**src/rtl/sfs_pkg.sv**
```systemverilog
package sfs_pkg;

    typedef enum logic [2:0] {
        ST_IDLE,
        ST_DATA,
        ST_GAP_PRE,
        ST_CTRL,
        ST_GAP_POST
    } slot_state_t;

    localparam int CAP_DATA  = 0;
    localparam int CAP_CTRL  = 1;
    localparam int CAP_KINDS = 2;

endpackage

```
**src/rtl/sfs_slot_fsm.sv**
```systemverilog
module sfs_slot_fsm
    import sfs_pkg::*;
#(
    parameter int W  = 16,
    parameter int PW = 10
) (
    input  logic          clk,
    input  logic          rst_n,
    input  logic [PW-1:0] period_i,
    input  logic          quarter_i,
    input  logic          hw_i,
    input  logic          sdin_i,
    output logic          fs_o,
    output logic          cfs_o,
    output logic          dfs_pulse_o,
    output logic          data_shift_o,
    output logic          data_last_o,
    output logic          ctl_shift_o,
    output logic          ctl_last_o
);

    localparam logic [PW-1:0] MIN_PER = PW'(4 * W);
    localparam logic [PW-1:0] WORD    = PW'(W);
    localparam logic [PW:0]   WORD_X  = (PW+1)'(W);

    slot_state_t   state_q, state_n;
    logic [PW-1:0] pos_q, pos_n, pos_inc;
    logic [PW-1:0] per_q, slot_q;
    logic [PW-1:0] per_clamp;
    logic          req_q, req_now;
    logic          wrap, data_end, inc_in_win;
    logic [PW:0]   win_end;

    assign per_clamp  = (period_i < MIN_PER) ? MIN_PER : period_i;
    assign wrap       = (state_q != ST_IDLE) && (pos_q == per_q - 1'b1);
    assign data_end   = (state_q == ST_DATA) && (pos_q == WORD - 1'b1);
    assign req_now    = data_end ? (hw_i | sdin_i) : req_q;
    assign pos_inc    = pos_q + 1'b1;
    assign win_end    = {1'b0, slot_q} + WORD_X;
    assign inc_in_win = ({1'b0, pos_inc} >= {1'b0, slot_q}) &&
                        ({1'b0, pos_inc} < win_end);

    // next-state process
    always_comb begin
        state_n = state_q;
        pos_n   = pos_q;
        unique case (state_q)
            ST_IDLE: begin
                state_n = ST_DATA;
                pos_n   = '0;
            end
            ST_DATA, ST_GAP_PRE, ST_CTRL, ST_GAP_POST: begin
                if (wrap) begin
                    state_n = ST_DATA;
                    pos_n   = '0;
                end else begin
                    pos_n = pos_inc;
                    if (pos_inc < WORD)
                        state_n = ST_DATA;
                    else if (req_now && inc_in_win)
                        state_n = ST_CTRL;
                    else if (pos_inc < slot_q)
                        state_n = ST_GAP_PRE;
                    else
                        state_n = ST_GAP_POST;
                end
            end
            default: begin
                state_n = ST_IDLE;
                pos_n   = '0;
            end
        endcase
    end

    // state register process
    always_ff @(posedge clk or negedge rst_n) begin
        if (!rst_n) begin
            state_q <= ST_IDLE;
            pos_q   <= '0;
            per_q   <= MIN_PER;
            slot_q  <= '0;
            req_q   <= 1'b0;
        end else begin
            state_q <= state_n;
            pos_q   <= pos_n;
            if (state_q == ST_IDLE || wrap) begin
                per_q  <= per_clamp;
                slot_q <= quarter_i ? (per_clamp >> 2) : (per_clamp >> 1);
            end
            if (wrap)
                req_q <= 1'b0;
            else if (data_end)
                req_q <= hw_i | sdin_i;
        end
    end

    // output process
    always_comb begin
        fs_o         = (state_q == ST_DATA) && (pos_q == '0);
        cfs_o        = (state_q == ST_CTRL) && (pos_q == slot_q);
        dfs_pulse_o  = (state_q != ST_IDLE) && (pos_q == WORD);
        data_shift_o = (state_q == ST_DATA);
        data_last_o  = data_end;
        ctl_shift_o  = (state_q == ST_CTRL);
        ctl_last_o   = (state_q == ST_CTRL) && ({1'b0, pos_q} == win_end - 1'b1);
    end

    a_r1_fs_single: assert property (@(posedge clk) disable iff (!rst_n)
        fs_o |=> !fs_o);
    a_r5_cfs_needs_grant: assert property (@(posedge clk) disable iff (!rst_n)
        cfs_o |-> req_q);
    a_r7_data_word_closes: assert property (@(posedge clk) disable iff (!rst_n)
        data_last_o |=> !data_shift_o);
    a_r8_ctl_begins_at_sync: assert property (@(posedge clk) disable iff (!rst_n)
        $rose(ctl_shift_o) |-> cfs_o);
    a_r9_dfs_apart_from_fs: assert property (@(posedge clk) disable iff (!rst_n)
        fs_o |-> !dfs_pulse_o);

endmodule

```
**src/rtl/sfs_word_capture.sv**
```systemverilog
module sfs_word_capture #(
    parameter int W = 16
) (
    input  logic         clk,
    input  logic         rst_n,
    input  logic         shift_i,
    input  logic         last_i,
    input  logic         mask_lsb_i,
    input  logic         bit_i,
    output logic [W-1:0] word_o,
    output logic         valid_o
);

    logic [W-1:0] sh_q;
    logic [W-1:0] full;

    assign full = {sh_q[W-2:0], bit_i};

    always_ff @(posedge clk or negedge rst_n) begin
        if (!rst_n) begin
            sh_q    <= '0;
            word_o  <= '0;
            valid_o <= 1'b0;
        end else begin
            valid_o <= last_i;
            if (shift_i)
                sh_q <= full;
            if (last_i)
                word_o <= {full[W-1:1], full[0] & ~mask_lsb_i};
        end
    end

    a_r7_valid_pulse: assert property (@(posedge clk) disable iff (!rst_n)
        valid_o |=> !valid_o);
    a_r8_last_while_shifting: assert property (@(posedge clk) disable iff (!rst_n)
        last_i |-> shift_i);

endmodule

```
**src/rtl/sfs_pin_ctl.sv**
```systemverilog
module sfs_pin_ctl (
    input  logic dfs_en_i,
    input  logic clko_en_i,
    input  logic loopback_i,
    input  logic sdin_i,
    input  logic rx_bit_i,
    input  logic dfs_pulse_i,
    output logic dfs_o,
    output logic dfs_oe_o,
    output logic clko_oe_o,
    output logic tx_bit_o
);

    always_comb begin
        dfs_oe_o  = dfs_en_i;
        dfs_o     = dfs_en_i & dfs_pulse_i;
        clko_oe_o = clko_en_i;
        tx_bit_o  = loopback_i ? rx_bit_i : sdin_i;
    end

endmodule

```
**src/rtl/sfs_frame_sched.sv**
```systemverilog
module sfs_frame_sched
    import sfs_pkg::*;
#(
    parameter int W  = 16,
    parameter int PW = 10
) (
    input  logic          clk,
    input  logic          rst_n,
    input  logic [PW-1:0] period_i,
    input  logic          quarter_i,
    input  logic          hw_ctrl_i,
    input  logic          dfs_en_i,
    input  logic          clko_en_i,
    input  logic          loopback_i,
    input  logic          sdin_i,
    input  logic          rx_bit_i,
    output logic          fs_o,
    output logic          cfs_o,
    output logic          dfs_o,
    output logic          dfs_oe_o,
    output logic          clko_oe_o,
    output logic          tx_bit_o,
    output logic [W-1:0]  data_word_o,
    output logic          data_valid_o,
    output logic [W-1:0]  ctl_word_o,
    output logic          ctl_valid_o
);

    logic                 dfs_pulse;
    logic [CAP_KINDS-1:0] shift_v, last_v, mask_v, valid_v;
    logic [W-1:0]         word_v [CAP_KINDS];

    sfs_slot_fsm #(.W(W), .PW(PW)) u_fsm (
        .clk          (clk),
        .rst_n        (rst_n),
        .period_i     (period_i),
        .quarter_i    (quarter_i),
        .hw_i         (hw_ctrl_i),
        .sdin_i       (sdin_i),
        .fs_o         (fs_o),
        .cfs_o        (cfs_o),
        .dfs_pulse_o  (dfs_pulse),
        .data_shift_o (shift_v[CAP_DATA]),
        .data_last_o  (last_v[CAP_DATA]),
        .ctl_shift_o  (shift_v[CAP_CTRL]),
        .ctl_last_o   (last_v[CAP_CTRL])
    );

    assign mask_v[CAP_DATA] = ~hw_ctrl_i;
    assign mask_v[CAP_CTRL] = 1'b0;

    for (genvar k = 0; k < CAP_KINDS; k++) begin : g_cap
        sfs_word_capture #(.W(W)) u_cap (
            .clk        (clk),
            .rst_n      (rst_n),
            .shift_i    (shift_v[k]),
            .last_i     (last_v[k]),
            .mask_lsb_i (mask_v[k]),
            .bit_i      (sdin_i),
            .word_o     (word_v[k]),
            .valid_o    (valid_v[k])
        );
    end

    assign data_word_o  = word_v[CAP_DATA];
    assign data_valid_o = valid_v[CAP_DATA];
    assign ctl_word_o   = word_v[CAP_CTRL];
    assign ctl_valid_o  = valid_v[CAP_CTRL];

    sfs_pin_ctl u_pins (
        .dfs_en_i    (dfs_en_i),
        .clko_en_i   (clko_en_i),
        .loopback_i  (loopback_i),
        .sdin_i      (sdin_i),
        .rx_bit_i    (rx_bit_i),
        .dfs_pulse_i (dfs_pulse),
        .dfs_o       (dfs_o),
        .dfs_oe_o    (dfs_oe_o),
        .clko_oe_o   (clko_oe_o),
        .tx_bit_o    (tx_bit_o)
    );

    a_r9_dfs_needs_oe: assert property (@(posedge clk) disable iff (!rst_n)
        dfs_o |-> dfs_oe_o);
    a_r11_loop_path: assert property (@(posedge clk) disable iff (!rst_n)
        loopback_i |-> (tx_bit_o == rx_bit_i));
    a_r8_ctl_valid_not_data: assert property (@(posedge clk) disable iff (!rst_n)
        ctl_valid_o |-> !fs_o);

endmodule

```
**config.mk**
```make
export PLATFORM = sky130hd
export DESIGN_NAME = sfs_frame_sched
export DESIGN_NICKNAME = d
export VERILOG_FILES = /design/src/rtl/sfs_pkg.sv /design/src/rtl/sfs_slot_fsm.sv /design/src/rtl/sfs_word_capture.sv /design/src/rtl/sfs_pin_ctl.sv /design/src/rtl/sfs_frame_sched.sv
export SDC_FILE = /design/constraint.sdc
export NUM_CORES = 1
export LEC_CHECK = 0
export ABC_AREA = 1
export BUFFER_PORTS_ARGS = -buffer_cell sky130_fd_sc_hd__buf_2
export CELL_PAD_IN_SITES_DETAIL_PLACEMENT = 0
export CELL_PAD_IN_SITES_GLOBAL_PLACEMENT = 1
export CORE_MARGIN = 2
export CORE_UTILIZATION = 47
export DETAILED_ROUTE_END_ITERATION = 16
export PLACE_DENSITY_LB_ADDON = 0.1
export SYNTH_ARGS = -nofsm -noshare
export SYNTH_HDL_FRONTEND = slang
export SYNTH_SLANG_ARGS = --single-unit
```
**constraint.sdc**
```tcl
create_clock -name clk -period 5.6 [get_ports clk]
set_input_delay 0.56 -clock clk [delete_from_list [all_inputs] [get_ports clk]]
set_output_delay 0.56 -clock clk [all_outputs]
set_load 0.005 [all_outputs]
```
### After elaboration in Yosys (flattened, before gate mapping)

Cells that the tools add are included.

| storage, ports and cells | value |
|---|---|
| flip-flop bits (word level) | 98 |
| bits of input ports | 19 |
| output and inout bits | 40 |
| logic and storage cells | 57 |

| operators by class | value |
|---|---|
| add/sub/neg operators | 4 |
| magnitude comparators | 5 |
| equality and inequality tests | 9 |
| multiplexer cells | 12 |
| bitwise logic cells | 3 |
| reduce and logical (&&, ||, !) cells | 13 |

Operators with widths:

| cell | count |
|---|---|
| 10-bit 2-to-1 mux | 3 |
| 10-bit equality test | 2 |
| 3-bit 2-to-1 mux | 4 |
| 10-bit by 5-bit adder with 11-bit output (second input constant) | 1 |
| 10-bit by 11-bit equality test with 1-bit output | 1 |
| 10-bit by 11-bit < comparator with 1-bit output | 1 |
| 11-bit by 1-bit subtractor with 11-bit output (second input constant) | 1 |
| 10-bit by 1-bit adder with 10-bit output (second input constant) | 1 |
| 10-bit by 4-bit equality test with 1-bit output (second input constant) | 1 |
| 10-bit by 5-bit equality test with 1-bit output (second input constant) | 1 |
| 10-bit greater-or-equal comparator | 1 |
| 10-bit zero test | 1 |
| 10-bit < comparator | 1 |
| 10-bit by 5-bit < comparator with 1-bit output (second input constant) | 1 |
| 10-bit by 7-bit < comparator with 1-bit output (second input constant) | 1 |
| 10-bit by 1-bit subtractor with 10-bit output (second input constant) | 1 |
| 9-bit 2-to-1 mux | 1 |
| 1-bit logical AND | 8 |
| 3-bit by 2-bit equality test with 1-bit output (second input constant) | 2 |
| 3-bit one-hot mux with 2 select lines | 1 |
| 4-bit OR reduction | 1 |
| 3-bit by 1-bit equality test with 1-bit output (second input constant) | 1 |
| 3-bit equality test (second input constant) | 1 |
| 3-bit zero test | 1 |
| other kinds (5) | 8 |

### Depth between registers and ports, before layout

Gate-level depths: netlist of the first run.

| logic depth | value |
|---|---|
| depth after elaboration | 8 |
| gate-level depth with buffers | 21 |
| gate-level depth less buffers | 21 |

### Modules after synthesis

From an unflattened synthesis of the first run, not the netlist that was laid out.

| unflattened totals | value |
|---|---|
| cells, all modules | 717 |
| area, all modules | 5,450.2 sq um |

Modules (own cells, without submodules):

| module | instances | cells each | area an instance (sq um) | seq. area each (sq um) |
|---|---|---|---|---|
| sfs_slot_fsm | 1 | 441 | 2,900.3 | 827.0 |
| sfs_word_capture | 2 | 133 | 1,252.5 | 800.8 |
| sfs_pin_ctl | 1 | 8 | 37.5 | 0.0 |
| sfs_frame_sched | 1 | 2 | 7.5 | 0.0 |

### Worst setup path after synthesis of the first run

Ideal clock, no wire load.

| path | value |
|---|---|
| path kind | flip-flop to flip-flop |
| from | reg u_fsm.pos_q[1] |
| to | reg u_fsm.state_q[1] |
| library setup time | 72 ps |
| arrival time | 2,251 ps |
| data required time | 5,528 ps |
| slack | 3,277 ps |
| cell stages (with the launch flop) | 22 |
| path buffers | 0 |
| period minus slack after synthesis | 2,323 ps |
| path through | dfrtp_1 -> ha_1 -> nand2_1 -> nor2_1 -> inv_1 -> nand2_1 -> o21ai_0 -> inv_1 -> ha_1 -> inv_1 -> nand2_1 -> nor2_1 -> nand2_1 -> nand3_1 -> nand2_1 -> nand2_1 -> nand2_1 -> nand2_1 -> nor2_1 -> nor2_1 -> nor2_1 -> nor2_1 |

| on the way | value |
|---|---|
| word-level cells in the longest chain between the ends | 8 |
| elaborated cells between the ends (all ways) | 17 |
| those cells by class | 1 x add/sub; 4 x order compare; 2 x eq/ne; 6 x mux; 4 x reduce/logical |

RTL lines:

| item | RTL line | text |
|---|---|---|
| start: declaration | sfs_slot_fsm.sv:27 | `logic [PW-1:0] pos_q, pos_n, pos_inc;` |
| start signal: assignment | sfs_slot_fsm.sv:85 | `pos_q <= pos_n;` |
| 10-bit by 1-bit adder with 10-bit output or 10-bit by 4-bit equality test with 1-bit output (tied branches) | sfs_slot_fsm.sv:38, sfs_slot_fsm.sv:36 |  |
| 10-bit by 11-bit < comparator with 1-bit output, or another cell as far along | sfs_slot_fsm.sv:41 | `({1'b0, pos_inc} < win_end);` |
| 1-bit logical AND or 1-bit 2-to-1 mux (tied branches) | n/a |  |
| 1-bit logical AND | sfs_slot_fsm.sv:60 | `else if (req_now && inc_in_win)` |
| 3-bit 2-to-1 mux | sfs_slot_fsm.sv:60 |  |
| 3-bit 2-to-1 mux | sfs_slot_fsm.sv:58 | `if (pos_inc < WORD)` |
| 3-bit 2-to-1 mux * | sfs_slot_fsm.sv:53 | `if (wrap) begin` |
| 3-bit one-hot mux with 2 select lines * | sfs_slot_fsm.sv:47 | `unique case (state_q)` |
| net u_fsm.state_n[1] | sfs_slot_fsm.sv:26 | `slot_state_t state_q, state_n;` |
| end signal: assignment | sfs_slot_fsm.sv:84 | `state_q <= state_n;` |
| end: declaration | sfs_slot_fsm.sv:26 |  |

The timed path passes the listed nets; every way through them passes the cells marked *.
A chain may end at the register's enable or synchronous reset.

### Worst setup path in the final report of the first run

Same ends and word-level chain as after synthesis.

==> metrics.md, run 1 <==
| Metric | Value |
|---|---|
| Status | complete, no violations |
| IO Port Bufs | 56 |
| Setup crit start | u_fsm.pos_q[1]$_DFF_PN0_ |
| Clock Tree Buf Depth | 2 |
| Flop pwr share | 0.503 |
| Ratio of cells with drive above 1 in the final layout | 0.1148 |
| CTS root buf | clkbuf_16 |
| Yosys top cell by area | dfrtp_1 |
| Cts hold-fix bufs | 0 |
| R2r startpoint | u_fsm.pos_q[1]$_DFF_PN0_ |
| Ports | 59 |
| #FFs+latches synth | 97 |
| Net Sw Power | 329.1 uW |
| TritonCTS buffer count | 9 |
| Final ANT Viol Nets | 0 |
| Final Slew Violations | 0 |
| Top cells by area, synth | dfrtp_1, nand2_1, inv_1 |
| Placed cell areas | 5751 um^2 |
| FMAX | 347.3 MHz |
| Fillcell total | 1,093 |
| Vias per cell | roughly 5.0 |
| Most frequent cell on the critical path | nand2_1 |
| Number of synthesized flops with an enable pin | 0 |
| Pint | 1097 uW |
| Initial core utilization | 0.4758 |
| Startpoint types | flop |
| Synth unique cells | 34 |
| Clock Pin Slew Worst Setup and Hold Paths | 70 ps |
| Nets | 809 |
| H-tree Lvls | 3 |
| Top FF cell, synth | dfrtp_1 |
| Worst slew pin tran | 1013 ps |
| TritonRoute pass-1 iters | 5 |
| Mean area per synthesized cell | 7.450 um^2 |
| Syn-to-layout area delta | 12.52% |
| DR iter-0 viols | around 270 |
| CP arrival | 3160 ps |
| Hold Violations, Final | 0 |
| Post-synthesis sequential area ratio | 0.4509 |
| Unrepaired setup endpoints after global routing | no |
| CP Cell Sequence | ha_1, nand2_1, nor2_1, inv_1, nand2_1, o21ai_0, inv_1, ha_1, inv_1, nand2_1, nor2_1, nand2_1, nand3_1, nand2_1, nand2_1, nand2_1, nand2_1, nor2_1, nor2_1, nor2_1, nor2_1 |
| GRT Total Usage | 0.2204 |
| Die height | 111.1 um |
| TritonCTS clock tree | built |
| CTS resizes | 0 |
| Clock power frac | 0.459 |
| Warnings, synthesis | 0 |
| CP max FO | 8 |
| Antenna diode count | 0 |
| Delay of the slowest critical-path stage | 490 ps |
| Critical path endpoint category | flop |
| VDD IR max | 0.0001745 V |
| Vias in the first global route | 4,463 |
| Total wire length | ~13 mm |
| Hold Path Class | in2async |
| Final clock period utilization by the worst path | 0.5142 |
| P_leak | 0.003315 uW |
| Post-synth top area share | 0.4460 |
| Post-route minimum period | between 2000 and 3000 ps |
| Core area | 11,320 um^2 |
| Die area | between 10,000 and 15,000 um^2 |
| WL per Instance | around 14 um |
| DRC | 0 |
| Grt total ovfl | 0 |
| Fin area | 6061 um^2 |
| Gpl congestion | 0.8801 |
| Required time worst endpoint | around 5900 ps |
| Slowest cell on crit path | dfrtp_1 |
| Worst setup path category | reg2reg |
| Die width | 111.1 um |
| Vias post-DR | 4,629 |
| First-pass GRT wire length | approximately 22 mm |
| Cell Rows | 39 |
| Non-filler cells, final | 918 |
| Maximum Capacitance Violations | 0 |
| Rel. slew slack | 0.3225 |
| Largest net degree at the start of global routing | 81 |
| CP top delay family | simple AND/OR/NAND/NOR gates |
| Setup Skew | roughly 6.5 ps |
| Syn Std Cell Area | between 5000 and 6000 um^2 |
| Clock sinks | 97 |
| Setup_tns | 0 ps |
| Worst skew pair latency | between 300 and 400 ps |
| # setup viols final | 0 |
| Initial antenna violation count | 0 |
| Power per cell area | 235.2 nW/um^2 |
| DPL Wire Length | ~9.5 mm |
| Cells after synthesis | just over 700 |
| Placed cells | 902 |
| Asr flop ratio synth | 1.000 |
| Combinational cell fraction of total power | 0.038 |
| Post-CTS Setup Repair Bufs | 0 |
| Pwr Total | 1426 uW |
| Switching part of the total | 0.2308 |
| WP buf/inv | 3 |
| Syn nets | 762 |
==> power groups by stage <==
stage / Sequential (uW) / Clock (uW) / Combinational, uW
final: 717 / 655 / 53.6
after global routing: 719 / 697 / 63.3
after CTS: 717 / 666 / 55.4
after detailed placement: 731 / 0 / 55.3
after global placement: 731 / 0 / 54.0
after floorplan: 731 / 0 / 20.4
==> layout make-up <==
class	instances	area, um^2	area share
clock inverter	5	67.56	0.01115
sequential	97	2429	0.4007
clock buffer	11	242.7	0.04005
multi-input combinational	499	2451	0.4044
inverter	105	394.1	0.06503
tap	143	178.9	0.02952
timing repair buffer	58	297.8	0.04913
==> cells by family (layout without fill, tap and decap cells) <==
family | Yosys count | count (layout) | share of synthesized area
adder cells (fa/ha/maj) | 20 | 20 | 0.04646
flip-flops | 97 | 97 | 0.4509
AND/OR/NAND/NOR | 375 | 375 | 0.2957
XOR/XNOR | 15 | 15 | 0.02718
buffers and inverters | 127 | 179 | 0.09408
AO/OA/AOI/OAI | 89 | 89 | 0.08571
==> state kept, by name (all words and copies together) (netlist names) <==
| register | flops |
|---|---|
| g_cap.u_cap.sh_q | 30 |
| u_fsm.req_q | 1 |
| g_cap.u_cap.word_o | 32 |
| u_fsm.per_q | 10 |
| u_fsm.slot_q | 9 |
| u_fsm.pos_q | 10 |
| u_fsm.state_q | 3 |
| g_cap.u_cap.valid_o | 2 |
==> cell usage in the layout, fill, tap and decap left out, types with 2 or more instances in the layout <==
cell type	n
xnor2_1	5
buf_2	55
nor3_1	8
a21oi_1	15
nor2_2	3
clkbuf_16	9
nand3_1	37
xor2_2	2
dfrtp_1	96
or2_2	2
inv_2	2
nand4_1	27
nor2_1	61
xor2_1	8
o21ai_0	57
inv_1	102
o21bai_1	2
nand2_1	231
buf_4	3
inv_6	3
ha_1	20
o21ai_1	11
==> per-stage QoR <==
step | hold slack, ps | setup slack [ps] | utilization
2_1_floorplan | 264.4 | 3277 | -
3_3_place_gp | 436.1 | 2750 | 0.5080
3_5_place_dp | 440.6 | 2700 | 0.5080
4_1_cts | 64.29 | 2706 | 0.5354
5_1_grt | 79.23 | 2290 | 0.5354
6_report | 63.57 | 2721 | 0.5354
==> synth_stat cells (6+ instances only) <==
cell / count
ha_1: 20
nor2_1: 61
buf_2: 6
a21oi_1: 15
nor3_1: 8
clkbuf_1: 11
nand4_1: 27
o21ai_0: 57
dfrtp_1: 96
o21ai_1: 11
inv_1: 102
nand3_1: 37
xor2_1: 8
nand2_1: 231
==> layer usage <==
layer	part of all wire	wire length, um	GRT usage	up-vias
met4	0.012	147	0.06914	0
met3	0.029	369	0.02843	11
met5	0	0	0	-
met1	0.52	6575	0.3283	2160
li1	-	-	-	2376
met2	0.44	5665	0.3374	82
==> final timing paths <==
path,end,depth (start not counted),slack [ps]
max in group asynchronous,g_cap[0].u_cap.word_o[10]$_DFFE_PN0P_,2,4280
hold / removal,g_cap[1].u_cap.word_o[14]$_DFFE_PN0P_,1,60
min in group clk,g_cap[1].u_cap.word_o[12]$_DFFE_PN0P_,2,460
setup reg to reg,u_fsm.state_q[1]$_DFF_PN0_,21,2720
setup / recovery,u_fsm.state_q[1]$_DFF_PN0_,21,2720
hold reg to reg,g_cap[1].u_cap.word_o[12]$_DFFE_PN0P_,2,460
No activity file was read; power rests on OpenSTA's default activity.
==> inputs of run 2 (changes only) <==
--- a/config.mk
+++ b/config.mk
@@ -10,7 +10,7 @@
 export CELL_PAD_IN_SITES_DETAIL_PLACEMENT = 0
 export CELL_PAD_IN_SITES_GLOBAL_PLACEMENT = 1
 export CORE_MARGIN = 2
-export CORE_UTILIZATION = 47
+export CORE_UTILIZATION = 43
 export DETAILED_ROUTE_END_ITERATION = 16
 export PLACE_DENSITY_LB_ADDON = 0.1
 export SYNTH_ARGS = -nofsm -noshare
==> constraint.sdc (replaced) <==
create_clock -name clk -period 3 [get_ports clk]
set_input_delay 0.3 -clock clk [delete_from_list [all_inputs] [get_ports clk]]
set_output_delay 0.3 -clock clk [all_outputs]
set_load 0.005 [all_outputs]
==> metrics.md, run 2 (same netlist as run 1, synthesis figures left out) <==
| Metric | Value |
|---|---|
| Status | complete, no violations |
| Core area | 12,110 um^2 (+7.0%) |
| IO Port Bufs | 56 (unchanged) |
| Maximum Capacitance Violations | 0 (unchanged) |
| Rel. slew slack | 0.5625 (+0.2400) |
| Worst slew pin tran | 656.3 ps (-357.1 ps) |
| Largest register FFs | 32 (unchanged) |
| Unrepaired setup endpoints after global routing | no |
| Nets | 816 (+0.87%) |
| Hold Path Class | in2reg |
| Vias post-DR | 4,587 (-0.91%) |
| Initial core utilization | 0.4447 (-0.03106) |
| Setup Skew | 10.20 ps (+3.692 ps) |
| Worst skew pair latency | 360 ps (about the same) |
| Worst setup path category | reg2reg |
| Setup_tns | 0 ps (unchanged) |
| Clock sinks | 97 (unchanged) |
| Hold Violations, Final | 0 (unchanged) |
| Post-CTS Setup Repair Bufs | 0 (unchanged) |
| Cts hold-fix bufs | 1 (+1) |
| Gpl congestion | 0.8792 (-0.10%) |
| Total wire length | 13.05 mm (+2.3%) |
| Final ANT Viol Nets | 0 (unchanged) |
| Commonest non-fill, non-tap cell in the layout | nand2_1 |
| TritonRoute pass-1 iters | 5 (unchanged) |
| CP max FO | 8 (unchanged) |
| TritonCTS buffer count | 9 (unchanged) |
| Critical path endpoint category | flop |
| Initial antenna violation count | 0 (unchanged) |
| Final Core Density | 0.5061 (-0.02927) |
| Die height | 115.9 um (+4.4%) |
| Die width | 115.9 um (+4.4%) |
| CTS resizes | 0 (unchanged) |
| Startpoint types | flop |
| DRC | 0 (unchanged) |
| Placed cells | 933 (+3.4%) |
| CP arrival | 2910 ps (-250 ps) |
| Ports | 59 (unchanged) |
| Final clock period utilization by the worst path | 0.8767 (+0.3625) |
| Vias in the first global route | 4,468 (+0.11%) |
| Final Slew Violations | 0 (unchanged) |
| Most frequent cells in the layout | nand2_1, inv_1, dfrtp_1 |
| Post-route minimum period | 2630 ps (-249.3 ps) |
| Non-filler cells, final | 950 (+3.5%) |
| Largest net degree at the start of global routing | 52 (-36%) |
| Biggest registers after layout | g_cap.u_cap.word_o x32, g_cap.u_cap.sh_q x30 |
| CTS root buf | clkbuf_16 |
| TritonCTS clock tree | built |
| GRT Total Usage | 0.2132 (-0.007212) |
| DR iter-0 viols | 292 (+10%) |
| Placed cell areas | 5839 um^2 (+1.5%) |
| Vias per cell | 4.828 (-4.2%) |
| H-tree Lvls | 3 (unchanged) |
| Grt total ovfl | 0 (unchanged) |
| Clock Pin Slew Worst Setup and Hold Paths | 70 ps (about the same) |
| DPL Wire Length | 9.902 mm (+3.9%) |
| Cell Rows | 40 (+2.6%) |
| P_leak | 0.003338 uW (+0.68%) |
| Power per cell area | 416.4 nW/um^2 (+77%) |
| Required time worst endpoint | 3280 ps (-2600 ps) |
| Clock Tree Buf Depth | 2 (unchanged) |
| Syn-to-layout area delta | 13.80% |
| FMAX | 380.2 MHz (+9.5%) |
| # setup viols final | 0 (unchanged) |
| Fin area | 6130 um^2 (+1.1%) |
| Die area | 13,440 um^2 (+9.0%) |
| Ratio of cells with drive above 1 in the final layout | 0.1215 (+0.006645) |
| Top reg by flops | g_cap.u_cap.word_o |
| Antenna diode count | 0 (unchanged) |
| VDD IR max | 0.0002397 V (+37%) |
| Pwr Total | 2552 uW (+79%) |
| First-pass GRT wire length | 22.16 mm (+1.2%) |
| Fillcell total | 1,239 (+13%) |
| WL per Instance | 13.73 um (-1.2%) |
-- run 2: cell types whose count changed in the layout (fill, tap and decap cells not counted), sizes merged --
cell         previous run  this run
buf                    58        64
clkinv                  1         4
bufinv                  1         0
clkbuf                 11        10
dlygate4sd3             0         1
inv                   108       107
-- run 2: path summary, 6_finish.rpt --
kind                                                 startpoint  slack (ps)                                    to  cells past startpoint
hold / removal                                      period_i[5]         200            u_fsm.per_q[5]$_DFFE_PN0P_                      3
max in group asynchronous                                 rst_n        1790    g_cap[0].u_cap.sh_q[0]$_DFFE_PN0P_                      3
min in group asynchronous                                 rst_n         520           u_fsm.slot_q[8]$_DFFE_PN0P_                      2
setup reg to reg                       u_fsm.pos_q[1]$_DFF_PN0_         370            u_fsm.state_q[0]$_DFF_PN0_                     21
hold reg to reg            g_cap[1].u_cap.word_o[8]$_DFFE_PN0P_         470  g_cap[1].u_cap.word_o[8]$_DFFE_PN0P_                      2
setup / recovery                       u_fsm.pos_q[1]$_DFF_PN0_         370            u_fsm.state_q[0]$_DFF_PN0_                     21
-- run 2: critical path, cell delays in order, from the launching register on --
cell and delay (ps):
dfrtp_1 490, ha_1 220, nand2_1 100, nor2_1 140, inv_1 70, nand2_1 50, o21ai_0 110, inv_1 160
ha_1 250, inv_1 60, nand2_1 70, nor2_1 90, nand2_1 50, nand3_1 60, nand2_1 50, nand2_1 50
nand2_1 50, nand2_1 100, nor2_1 50, nor2_1 170, nor2_1 70, nor2_1 90
-- run 2: through the flow --
| step | worst slack [ps] | hold WS, ps |
|---|---|---|
| 4_1_cts | 414.0 | 191.2 |
| 2_1_floorplan | 677.4 | 4.409 |
| 6_report | 370.0 | 198.5 |
| 3_3_place_gp | 501.6 | 374.4 |
| 3_5_place_dp | 434.4 | 362.8 |
| 5_1_grt | 70.65 | 206.7 |
-- run 2: where the power goes --
group / switching, uW / total [uW] / internal [uW] / leakage [uW]
logic: 66.6 / 103 / 36.1 / 0.00205
clock network: 534 / 1110 / 576 / 0.000139
registers: 10.6 / 1340 / 1330 / 0.00115
-- run 2: area by class of cell --
cell class,count,area [um^2],area share
Timing Repair Buffer,65,365.4,0.05960
Inverter,105,394.1,0.06430
Sequential cell,97,2429,0.3962
Tap cell,168,210.2,0.03429
Clock inverter,6,51.30,0.008369
Multi-Input combinational cell,499,2451,0.3999
Clock buffer,10,229.0,0.03735
-- run 2: metal layers --
layer / GRT usage / up-vias / share of wire
met2: 0.3326 / 67 / 0.45
met3: 0.03295 / 14 / 0.037
met4: 0.07381 / 0 / 0.015
met5: 0 / - / 0
met1: 0.3039 / 2117 / 0.49
li1: - / 2389 / -
